==> config.mk <==
export PLATFORM = sky130hd
export DESIGN_NAME = chan_seq
export DESIGN_NICKNAME = d
export VERILOG_FILES = /design/src/rtl/chan_seq_pkg.sv /design/src/rtl/chan_seq_fetch.sv /design/src/rtl/chan_seq_ccw_unpack.sv /design/src/rtl/chan_seq_len_judge.sv /design/src/rtl/chan_seq.sv
export SDC_FILE = /design/constraint.sdc
export NUM_CORES = 1
export LEC_CHECK = 0
export ABC_AREA = 1
export ABC_CLOCK_PERIOD_IN_PS = 4100
export BUFFER_PORTS_ARGS = -buffer_cell sky130_fd_sc_hd__buf_2
export CORE_AREA = 3 3 169 171
export DETAILED_ROUTE_END_ITERATION = 7
export DIE_AREA = 0 0 172 174
export PLACE_DENSITY = 0.67
export SETUP_SLACK_MARGIN = 0.4
export SYNTH_ARGS = -nofsm -noshare
export SYNTH_HDL_FRONTEND = slang
export SYNTH_HIERARCHICAL = 1
export SYNTH_SLANG_ARGS = --single-unit
==> constraint.sdc <==
create_clock -name clk -period 4.1 [get_ports clk]
set_input_delay 0.41 -clock clk [delete_from_list [all_inputs] [get_ports clk]]
set_output_delay 0.41 -clock clk [all_outputs]
set_load 0.02 [all_outputs]
==> src/rtl/chan_seq_pkg.sv <==
package chan_seq_pkg;
  localparam int CCW_ADDR_W = 24;
  localparam int CCW_CNT_W  = 16;
  localparam int CCW_NBYTES = 8;

  localparam logic [7:0] OP_WRITE = 8'h01;
  localparam logic [7:0] OP_READ  = 8'h02;
  localparam logic [7:0] OP_TIC   = 8'h08;

  localparam int FL_CD   = 7;
  localparam int FL_CC   = 6;
  localparam int FL_SLI  = 5;
  localparam int FL_SKIP = 4;

  typedef enum logic [1:0] {
    ST_OK      = 2'd0,
    ST_INCLEN  = 2'd1,
    ST_PROGERR = 2'd2
  } seq_status_e;

  typedef enum logic [2:0] {
    S_IDLE, S_FETCH, S_DECODE, S_RDDEV, S_MRD, S_MWAIT, S_WRDEV, S_DONE
  } seq_state_e;

  typedef struct packed {
    logic [7:0]            op;
    logic [CCW_ADDR_W-1:0] addr;
    logic                  cd;
    logic                  cc;
    logic                  sli;
    logic                  skip;
    logic [CCW_CNT_W-1:0]  cnt;
  } ccw_t;

  // byte 0 sits in the most significant lane of the raw image
  function automatic ccw_t ccw_from_bytes(input logic [8*CCW_NBYTES-1:0] raw);
    ccw_t w;
    w.op   = raw[63:56];
    w.addr = raw[55:32];
    w.cd   = raw[24 + FL_CD];
    w.cc   = raw[24 + FL_CC];
    w.sli  = raw[24 + FL_SLI];
    w.skip = raw[24 + FL_SKIP];
    w.cnt  = raw[15:0];
    return w;
  endfunction

  // read length mismatch: early end marker, or last counted byte without one
  function automatic logic rd_len_bad(input logic last, input logic cnt_one, input logic cd);
    return (last && (!cnt_one || cd)) || (!last && cnt_one && !cd);
  endfunction
endpackage

==> src/rtl/chan_seq_fetch.sv <==
module chan_seq_fetch #(
  parameter int ADDR_W = 24,
  parameter int NBYTES = 8,
  localparam int IDX_W = $clog2(NBYTES + 1)
) (
  input  logic                clk,
  input  logic                rst_n,
  input  logic                enable,
  input  logic [ADDR_W-1:0]   base,
  output logic                rd_req,
  output logic [ADDR_W-1:0]   rd_addr,
  input  logic [7:0]          rd_data,
  output logic [8*NBYTES-1:0] raw,
  output logic                fetched
);
  logic [IDX_W-1:0] issue_q;
  logic [IDX_W-1:0] pidx_q;
  logic             pend_q;

  assign rd_req  = enable && (issue_q < IDX_W'(NBYTES));
  assign rd_addr = base + ADDR_W'(issue_q);
  assign fetched = pend_q && (pidx_q == IDX_W'(NBYTES - 1));

  always_ff @(posedge clk) begin
    if (!rst_n) begin
      issue_q <= '0;
      pidx_q  <= '0;
      pend_q  <= 1'b0;
      raw     <= '0;
    end else begin
      if (!enable)     issue_q <= '0;
      else if (rd_req) issue_q <= issue_q + 1'b1;
      pend_q <= rd_req;
      pidx_q <= issue_q;
      if (pend_q) raw[(NBYTES - 1 - int'(pidx_q)) * 8 +: 8] <= rd_data;
    end
  end

  // a captured byte always follows a request one cycle earlier
  fetch_latency_chk: assert property (@(posedge clk) disable iff (!rst_n)
    rd_req |=> pend_q);
endmodule

==> src/rtl/chan_seq_ccw_unpack.sv <==
module chan_seq_ccw_unpack
  import chan_seq_pkg::*;
(
  input  logic [8*CCW_NBYTES-1:0] raw,
  output ccw_t                    ccw,
  output logic                    is_tic,
  output logic                    op_ok
);
  assign ccw    = ccw_from_bytes(raw);
  assign is_tic = (ccw.op == OP_TIC);
  assign op_ok  = (ccw.op == OP_READ) || (ccw.op == OP_WRITE);
endmodule

==> src/rtl/chan_seq_len_judge.sv <==
module chan_seq_len_judge
  import chan_seq_pkg::*;
(
  input  logic is_read,
  input  logic last,
  input  logic cnt_one,
  input  logic cd,
  input  logic cc,
  input  logic sli,
  output logic chain_data,
  output logic chain_cmd,
  output logic stop_len,
  output logic finish_ok
);
  logic ended;
  logic len_bad;

  always_comb begin
    if (is_read) begin
      ended   = last || (cnt_one && !cd);
      len_bad = rd_len_bad(last, cnt_one, cd);
    end else begin
      ended   = cnt_one && !cd;
      len_bad = 1'b0;
    end
    chain_data = cnt_one && cd && !(is_read && last);
    stop_len   = ended && len_bad && !sli;
    chain_cmd  = ended && !stop_len && cc;
    finish_ok  = ended && !stop_len && !cc;
  end
endmodule

==> src/rtl/chan_seq.sv <==
module chan_seq
  import chan_seq_pkg::*;
#(
  parameter int ADDR_W = CCW_ADDR_W,
  parameter int CNT_W  = CCW_CNT_W,
  parameter int NBYTES = CCW_NBYTES
) (
  input  logic              clk,
  input  logic              rst_n,
  input  logic              start,
  input  logic [ADDR_W-1:0] start_addr,
  output logic              busy,
  output logic              done,
  output logic [1:0]        status,
  output logic              mem_req,
  output logic              mem_we,
  output logic [ADDR_W-1:0] mem_addr,
  output logic [7:0]        mem_wdata,
  input  logic [7:0]        mem_rdata,
  output logic              dev_start,
  output logic [7:0]        dev_cmd,
  input  logic              dev_in_valid,
  input  logic [7:0]        dev_in_data,
  input  logic              dev_in_last,
  output logic              dev_in_ready,
  output logic              dev_out_valid,
  output logic [7:0]        dev_out_data,
  input  logic              dev_out_ready
);
  seq_state_e        state_q;
  seq_status_e       status_q;
  logic [ADDR_W-1:0] ccw_ptr_q, cur_addr_q;
  logic [CNT_W-1:0]  cur_cnt_q;
  logic              cur_cd_q, cur_cc_q, cur_sli_q, cur_skip_q;
  logic [7:0]        op_q, out_q;
  logic              dchain_q, prev_tic_q;

  logic                f_req, f_done;
  logic [ADDR_W-1:0]   f_addr;
  logic [8*NBYTES-1:0] f_raw;
  ccw_t                dec;
  logic                dec_tic, dec_op_ok;
  logic                j_cdata, j_ccmd, j_stop, j_fin;

  chan_seq_fetch #(.ADDR_W(ADDR_W), .NBYTES(NBYTES)) fetch_i (
    .clk(clk), .rst_n(rst_n), .enable(state_q == S_FETCH), .base(ccw_ptr_q),
    .rd_req(f_req), .rd_addr(f_addr), .rd_data(mem_rdata),
    .raw(f_raw), .fetched(f_done));

  chan_seq_ccw_unpack unpack_i (.raw(f_raw), .ccw(dec), .is_tic(dec_tic), .op_ok(dec_op_ok));

  chan_seq_len_judge judge_i (
    .is_read(state_q == S_RDDEV), .last(dev_in_last),
    .cnt_one(cur_cnt_q == CNT_W'(1)), .cd(cur_cd_q), .cc(cur_cc_q), .sli(cur_sli_q),
    .chain_data(j_cdata), .chain_cmd(j_ccmd), .stop_len(j_stop), .finish_ok(j_fin));

  // named events for the assertions
  logic in_decode, dec_bad, tic_twice, byte_fire, stop_len_ev;
  logic [7:0] eff_op;
  assign in_decode   = (state_q == S_DECODE);
  assign eff_op      = dchain_q ? op_q : dec.op;
  assign dec_bad     = (!dchain_q && !dec_op_ok) || (dec.cnt == '0);
  assign tic_twice   = in_decode && dec_tic && prev_tic_q;
  assign byte_fire   = ((state_q == S_RDDEV) && dev_in_valid) ||
                       ((state_q == S_WRDEV) && dev_out_ready);
  assign stop_len_ev = byte_fire && j_stop;

  assign busy          = (state_q != S_IDLE);
  assign done          = (state_q == S_DONE);
  assign status        = status_q;
  assign dev_start     = in_decode && !dec_tic && !dchain_q && !dec_bad;
  assign dev_cmd       = dec.op;
  assign dev_in_ready  = (state_q == S_RDDEV);
  assign dev_out_valid = (state_q == S_WRDEV);
  assign dev_out_data  = out_q;
  assign mem_wdata     = dev_in_data;

  always_comb begin
    mem_req  = 1'b0;
    mem_we   = 1'b0;
    mem_addr = cur_addr_q;
    case (state_q)
      S_FETCH: begin mem_req = f_req; mem_addr = f_addr; end
      S_RDDEV: begin mem_req = dev_in_valid && !cur_skip_q; mem_we = 1'b1; end
      S_MRD:   mem_req = 1'b1;
      default: ;
    endcase
  end

  always_ff @(posedge clk) begin
    if (!rst_n) begin
      state_q    <= S_IDLE;
      status_q   <= ST_OK;
      ccw_ptr_q  <= '0;
      cur_addr_q <= '0;
      cur_cnt_q  <= '0;
      cur_cd_q   <= 1'b0;
      cur_cc_q   <= 1'b0;
      cur_sli_q  <= 1'b0;
      cur_skip_q <= 1'b0;
      op_q       <= '0;
      out_q      <= '0;
      dchain_q   <= 1'b0;
      prev_tic_q <= 1'b0;
    end else begin
      case (state_q)
        S_IDLE: if (start) begin
          ccw_ptr_q  <= start_addr;
          dchain_q   <= 1'b0;
          prev_tic_q <= 1'b0;
          state_q    <= S_FETCH;
        end
        S_FETCH: if (f_done) state_q <= S_DECODE;
        S_DECODE: begin
          if (dec_tic) begin
            if (prev_tic_q) begin
              status_q <= ST_PROGERR;
              state_q  <= S_DONE;
            end else begin
              ccw_ptr_q  <= ADDR_W'(dec.addr);
              prev_tic_q <= 1'b1;
              state_q    <= S_FETCH;
            end
          end else begin
            prev_tic_q <= 1'b0;
            ccw_ptr_q  <= ccw_ptr_q + ADDR_W'(NBYTES);
            if (dec_bad) begin
              status_q <= ST_PROGERR;
              state_q  <= S_DONE;
            end else begin
              op_q       <= eff_op;
              cur_addr_q <= ADDR_W'(dec.addr);
              cur_cnt_q  <= CNT_W'(dec.cnt);
              cur_cd_q   <= dec.cd;
              cur_cc_q   <= dec.cc;
              cur_sli_q  <= dec.sli;
              cur_skip_q <= dec.skip;
              state_q    <= (eff_op == OP_READ) ? S_RDDEV : S_MRD;
            end
          end
        end
        S_MRD:   state_q <= S_MWAIT;
        S_MWAIT: begin out_q <= mem_rdata; state_q <= S_WRDEV; end
        S_RDDEV, S_WRDEV: if (byte_fire) begin
          cur_addr_q <= cur_addr_q + 1'b1;
          cur_cnt_q  <= cur_cnt_q - 1'b1;
          if (j_cdata) begin
            dchain_q <= 1'b1;
            state_q  <= S_FETCH;
          end else if (j_ccmd) begin
            dchain_q <= 1'b0;
            state_q  <= S_FETCH;
          end else if (j_stop) begin
            status_q <= ST_INCLEN;
            state_q  <= S_DONE;
          end else if (j_fin) begin
            status_q <= ST_OK;
            state_q  <= S_DONE;
          end else if (state_q == S_WRDEV) begin
            state_q <= S_MRD;
          end
        end
        S_DONE:  state_q <= S_IDLE;
        default: state_q <= S_IDLE;
      endcase
    end
  end


  done_then_idle_chk: assert property (@(posedge clk) disable iff (!rst_n)
    done |=> !busy && !done);

  status_hold_chk: assert property (@(posedge clk) disable iff (!rst_n)
    !$stable(status) |-> done);

  tic_twice_chk: assert property (@(posedge clk) disable iff (!rst_n)
    tic_twice |=> done && (status == 2'(ST_PROGERR)));

  stop_len_chk: assert property (@(posedge clk) disable iff (!rst_n)
    stop_len_ev |=> done && (status == 2'(ST_INCLEN)));

  mem_wr_on_byte_chk: assert property (@(posedge clk) disable iff (!rst_n)
    (mem_req && mem_we) |-> (dev_in_valid && dev_in_ready));

  port_excl_chk: assert property (@(posedge clk) disable iff (!rst_n)
    !(dev_in_ready && dev_out_valid));

  cnt_live_chk: assert property (@(posedge clk) disable iff (!rst_n)
    (dev_in_ready || dev_out_valid) |-> (cur_cnt_q != '0));
endmodule

==> results of run 1 <==
[report_power, final]
part / internal [mW] / total (mW) / switching (mW)
sequential: 1.66 / 2.03 / 0.372
combinational: 0.671 / 2.13 / 1.46
clock: 0.877 / 1.56 / 0.686
total: 3.20 / 5.72 / 2.52
[registers in the layout, summed over array words and instances, names as in the netlist, 2 cells and up]
signal,flops
cur_cnt_q,16
dev_out_data,8
state_q,3
status,2
op_q,8
fetch_i/raw,52
ccw_ptr_q,24
cur_addr_q,24
fetch_i/issue_q,4
fetch_i/pidx_q,4
[final cells by class]
type	count	share of cell area (%)
Timing Repair Buffer	96	4.719
Sequential cell	152	27.72
Clock buffer	20	4.160
Tap cell	341	3.886
Clock inverter	12	1.071
Inverter	160	5.494
Multi-Input combinational cell	1204	52.95
[timing repair]
| action | CTS | global route |
|---|---|---|
| endpoints found under the setup margin | 0 | 1 |
| hold buffers | 0 | 0 |
| hold endpoints to repair | 0 | 0 |
| gates resized for setup | 0 | 1 |
[layout by cell type (no fill, tap or decap), types with 9 or more instances in the layout]
cell	count
sky130_fd_sc_hd__nand2_1	438
sky130_fd_sc_hd__nor2_1	220
sky130_fd_sc_hd__inv_1	153
sky130_fd_sc_hd__dfxtp_1	152
sky130_fd_sc_hd__nand3_1	120
sky130_fd_sc_hd__a21oi_1	119
sky130_fd_sc_hd__o21ai_0	113
sky130_fd_sc_hd__buf_2	86
sky130_fd_sc_hd__xor2_1	24
sky130_fd_sc_hd__nor3_1	20
sky130_fd_sc_hd__nand4_1	19
sky130_fd_sc_hd__clkbuf_16	17
sky130_fd_sc_hd__xnor2_1	16
sky130_fd_sc_hd__ha_1	15
sky130_fd_sc_hd__o21ai_1	11
sky130_fd_sc_hd__o211ai_1	9
sky130_fd_sc_hd__buf_4	9
[critical path: stages, from the launching register on]
cell and delay [ns]:
sky130_fd_sc_hd__dfxtp_1 0.35, sky130_fd_sc_hd__ha_1 0.39, sky130_fd_sc_hd__a21oi_1 0.11, sky130_fd_sc_hd__nand2_1 0.16
sky130_fd_sc_hd__nand2_1 0.08, sky130_fd_sc_hd__a21oi_1 0.49, sky130_fd_sc_hd__nand2_1 0.22, sky130_fd_sc_hd__nor2_1 0.18
sky130_fd_sc_hd__xor2_1 0.19, sky130_fd_sc_hd__nand2_1 0.07, sky130_fd_sc_hd__o21ai_0 0.14, sky130_fd_sc_hd__buf_2 0.23
[path summary, 6_finish.rpt]
kind	depth (start not counted)	end	slack, ns	from
min reg2reg	2	dev_out_data[7]	0.46	dev_out_data[7]
min	3	ccw_ptr_q[0]	0.26	start_addr[0]
max reg2reg	13	fetch_i/raw[53]	0.86	fetch_i/pidx_q[0]
max	11	mem_addr[11]	0.67	fetch_i/issue_q[2]
[metrics by stage]
step | area [um^2] | cells | hold WS [ns] | util [%] | power (mW)
final | 10980 | 1985 | 0.2552 | 40.62 | 5.722
after detailed placement | 10400 | 1953 | 0.4508 | 38.49 | 4.157
after floorplan | 10320 | 1656 | 0.4241 | - | 3.565
after global routing | 10980 | 1985 | 0.2504 | 40.62 | 6.083
after global placement | 10400 | 1953 | 0.4508 | 38.49 | 4.128
after CTS | 10980 | 1985 | 0.2482 | 40.61 | 5.714
[metal layers]
metal,vias to the layer above,wire (um)
met5,-,0
met4,0,565
met3,35,2091
met2,357,15010
met1,4840,14810
li1,5205,-
==> reports/metrics.json, run 1 <==
{
  "synthesis.nets": 1718,
  "timing.critical_path.to_type": "output pin",
  "rsz0062_at_grt": "false",
  "critPathMaxFanout": 5,
  "power.density_cell_area_mw_per_mm2": 521.2,
  "viasPerCell": 5.258,
  "seq_area_mm2": 0.003043,
  "synth-warning-count": 6,
  "cts_setup_buffers": 0,
  "layout.filler_cells": 2947,
  "drv.max_cap_violation_count": 0,
  "dp_hpwl_um": 24060,
  "drive_above_1_share_pct": 10.16,
  "grt_overflow": 0,
  "buffer_ports.inserted": 86,
  "multiInputGateArea_mm2": 0.005813,
  "class_of_the_most_critical_setup_path": "reg2out",
  "fp.dieH_um": 174,
  "grt_start_max_net_pins": 46,
  "gp_routability_congestion": 0.9207,
  "drc": 0,
  "die_w_um": 172,
  "postRouteWirelength_um": 32480,
  "io_pins": 103,
  "post_synth.cell_area_avg_um2": 6.235,
  "worstPathArrival_ns": 3.02,
  "initial_utilization_pct": 38.20,
  "routedWlPerCell_um": 16.36,
  "clock_tree.buffer_depth": 2,
  "vdd_ir_drop_max_uv": 223.8,
  "slew-limit-headroom_pct": 38.34,
  "antenna_found_initial": 0,
  "fp.dieArea_mm2": 0.02993,
  "root_buffer": "sky130_fd_sc_hd__clkbuf_16",
  "grt_met2_use_pct": 34.61,
  "netlist_area_mm2": 0.01032,
  "min-delay-path-class": "in2reg",
  "fin_tns_setup_ns": 0,
  "cts_sinks": 152,
  "groute.layer.met1.usage_pct": 30.05,
  "timing_worst_slew_pin_value_ns": 0.9215,
  "synth_cells": 1656,
  "worstPathRequired_ns": 3.69,
  "nNetsFinal": 1693,
  "run_status": "completed",
  "detailedRoute.firstPassIterationCount": 6,
  "timing_max_transition_violations_final": 0,
  "fin_worst_skew_ns": 0.01719,
  "p_leak_nw": 4.604,
  "globalRouteMet3Util_pct": 3.116,
  "drtIter0Drc": 980,
  "placeableCoreArea_mm2": 0.02703,
  "core.rowCount": 60,
  "preCtsSetupSlack_ns": 0.9501,
  "syn2layout_area_growth_pct": 6.325,
  "clk_pin_slew_ns": 0.06,
  "cts_made_buffers": 17,
  "grt.busiest_layer": "met2",
  "vias_in_the_first_global_route": 9560,
  "hold_violations": 0,
  "residual_antenna_violating_net_count_after_detailed_routing": 0,
  "clock.fmax_ghz": 0.2912,
  "grt_first_pass_wirelength_um": 51110,
  "worstSkewPairLatency_ns": 0.44,
  "detailroute.via_count": 10440,
  "htree_num_levels": 4,
  "finalCritPeriodShare_pct": 83.77,
  "antenna_cells_inserted": 0,
  "layout_setup_ws_ns": 0.6653,
  "finalSetupViolCount": 0,
  "globalRouteTotalUtil_pct": 21.42,
  "worst_setup_start_kind": "flip-flop",
  "layout_min_cycle_time_ns": 3.435,
  "cts_tree": "built"
}
Note: power is estimated with default switching activity, not from simulation.
==> run 2: changes to the inputs <==
ABC_AREA = 0   (was 1)
ABC_CLOCK_PERIOD_IN_PS = 3100   (was 4100)
CORE_AREA = 3 3 162 164   (was 3 3 169 171)
DIE_AREA = 0 0 165 167   (was 0 0 172 174)
PLACE_DENSITY = 0.7   (was 0.67)
clock period = 3.1 ns   (was 4.1 ns; I/O delays follow)
==> run 2 against run 1 <==
Setup slack worse by 0.40 ns. Largest cell class unchanged. Count of clock-buffer cells in the layout shrank 3. Highest routed layer unchanged. Largest power group is now sequential cells. Core utilization up 3.4 points.
==> reports/metrics.json, run 2 <==
{
  "globalRouteTotalUtil_pct": 20.12,
  "viasPerCell": 5.829,
  "cts_sinks": 152,
  "regToRegSetupSlack_ns": 0.32,
  "initial_utilization_pct": 38.12,
  "p_leak_nw": 4.069,
  "gp_routability_congestion": 0.8817,
  "synthesis.nets": 1258,
  "critPathMaxFanout": 5,
  "grt_overflow": 0,
  "cp_cell_sequence": "ha_4 -> inv_2 -> fa_2 -> nand2b_4 -> a21oi_4 -> buf_6 -> nand4b_1 -> xnor2_1 -> mux2_4 -> buf_6",
  "synth-warning-count": 6,
  "layout_min_cycle_time_ns": 2.835,
  "grt_start_max_net_pins": 88,
  "most_frequent_cells_in_the_layout": "sky130_fd_sc_hd__nand2_1, sky130_fd_sc_hd__dfxtp_1, sky130_fd_sc_hd__a21oi_1, sky130_fd_sc_hd__buf_2, sky130_fd_sc_hd__mux2i_1",
  "run_status": "completed",
  "buffer_ports.inserted": 86,
  "root_buffer": "sky130_fd_sc_hd__clkbuf_16",
  "htree_num_levels": 4,
  "detailroute.via_count": 9088,
  "critPathMaxStageDelay_ns": 0.36,
  "placeableCoreArea_mm2": 0.02504,
  "cpLargestDelayFamily": "adder cells",
  "dp_hpwl_um": 20030,
  "drive_above_1_share_pct": 22.54,
  "timing.critical_path.to_type": "output pin",
  "netlist_area_mm2": 0.009543,
  "drtIter0Drc": 948,
  "detailedRoute.firstPassIterationCount": 8,
  "drc": 0,
  "worstPathRequired_ns": 2.79,
  "fin_worst_skew_ns": 0.01705,
  "most_common_cell_after_layout_fill_and_taps_aside": "sky130_fd_sc_hd__nand2_1",
  "post_synth.cell_area_avg_um2": 7.979,
  "drv.max_cap_violation_count": 0,
  "routedWlPerCell_um": 18.42,
  "fp.dieArea_mm2": 0.02756,
  "core.rowCount": 58,
  "reg_top3": "fetch_i/raw (52), ccw_ptr_q (24), cur_addr_q (24)",
  "max_reg_flops": 52,
  "antenna_cells_inserted": 0,
  "preCtsSetupSlack_ns": 0.3102,
  "timing_max_transition_violations_final": 0,
  "registers.top_by_ff_count": "fetch_i/raw",
  "worst_setup_start_kind": "flip-flop",
  "vdd_ir_drop_max_uv": 360.2,
  "worstSkewPairLatency_ns": 0.43,
  "postRouteWirelength_um": 28720,
  "cts_tree": "built",
  "clock.fmax_ghz": 0.3528,
  "finalSetupViolCount": 0,
  "crit_path_frequent_cell": "sky130_fd_sc_hd__buf_6",
  "synth_cells": 1196,
  "timing_worst_slew_pin_value_ns": 0.7257,
  "fin_tns_setup_ns": 0,
  "residual_antenna_violating_net_count_after_detailed_routing": 0,
  "io_pins": 103,
  "nNetsFinal": 1278,
  "multiInputGateArea_mm2": 0.005902,
  "power.density_cell_area_mw_per_mm2": 601.3,
  "layout.filler_cells": 2444,
  "post_cts_hold_buffer_count": 0,
  "class_of_the_most_critical_setup_path": "reg2out",
  "seq_area_mm2": 0.003072,
  "fp.dieH_um": 167,
  "antenna_found_initial": 0,
  "die_w_um": 165,
  "rsz0062_at_grt": "true",
  "worstPathArrival_ns": 2.52,
  "clock_tree.buffer_depth": 2,
  "clk_pin_slew_ns": 0.07,
  "syn2layout_area_growth_pct": 15.58,
  "slew-limit-headroom_pct": 51.17,
  "min-delay-path-class": "in2reg",
  "vias_in_the_first_global_route": 8342,
  "cts_made_buffers": 17,
  "critical_path_buf_inv_count": 3,
  "finalCritPeriodShare_pct": 91.45,
  "crit_slowest_cell": "sky130_fd_sc_hd__dfxtp_4",
  "hold_violations": 0,
  "grt_first_pass_wirelength_um": 44670,
  "layout_setup_ws_ns": 0.2652
}
run 2: area by class of cell:
type | count | area share (%)
Clock buffer | 17 | 3.857
Clock inverter | 15 | 1.588
Inverter | 17 | 0.5786
Multi-Input combinational cell | 889 | 53.51
Sequential cell | 152 | 27.85
Tap cell | 330 | 3.744
Timing Repair Buffer | 139 | 8.871
run 2: worst paths after layout:
path / start / to / depth (start not counted)
max: fetch_i/issue_q[0] / mem_addr[16] / 10
min: start_addr[2] / ccw_ptr_q[2] / 3
max reg2reg: cur_cnt_q[7] / state_q[0] / 11
min reg2reg: dev_out_data[2] / dev_out_data[2] / 2
run 2: report_power, final:
| part | switching, mW | internal [mW] | leakage [nW] | total (mW) |
|---|---|---|---|---|
| clock | 1.01 | 1.09 | 0.291 | 2.10 |
| sequential | 0.236 | 2.11 | 1.24 | 2.35 |
| combinational | 1.34 | 0.850 | 2.54 | 2.19 |
run 2: routing by layer:
metal | up-vias | routed length, um | share of wire (%) | global-route usage [%]
li1 | 4306 | - | - | -
met1 | 4310 | 12540 | 44 | 27.54
met2 | 410 | 13100 | 46 | 31.68
met3 | 62 | 2344 | 8.2 | 4.179
met4 | 0 | 734 | 2.6 | 6.236
met5 | - | 0 | 0 | 0
run 2: timing repair:
action                     in CTS  in global routing
pin swaps                      19                 19
gates resized for setup        62                 41
cloned                          1                  1
setup buffers                   5                 10
setup endpoints to repair      33                 44
run 2: through the flow:
step	utilization (%)	cells	hold slack [ns]	instance area, um^2	power, mW
floorplan	-	1196	0.4311	9543	3.763
global placement	39.57	1510	0.4421	9907	4.286
detailed placement	39.57	1510	0.4461	9907	4.323
CTS	43.06	1548	0.1307	10780	6.508
global route	44.05	1559	0.1424	11030	6.929
finish	44.05	1559	0.1431	11030	6.632
run 2: worst register-to-register path, stage by stage, from the launching register on:
cell	delay [ns]
sky130_fd_sc_hd__dfxtp_2	0.35
sky130_fd_sc_hd__or4_4	0.54
sky130_fd_sc_hd__nor3_2	0.16
sky130_fd_sc_hd__buf_4	0.14
sky130_fd_sc_hd__nor2b_4	0.18
sky130_fd_sc_hd__xnor2_2	0.14
sky130_fd_sc_hd__nor3_4	0.07
sky130_fd_sc_hd__or4_4	0.52
sky130_fd_sc_hd__a31oi_2	0.19
sky130_fd_sc_hd__o22ai_1	0.09
sky130_fd_sc_hd__a21oi_1	0.15
sky130_fd_sc_hd__a2111oi_2	0.08
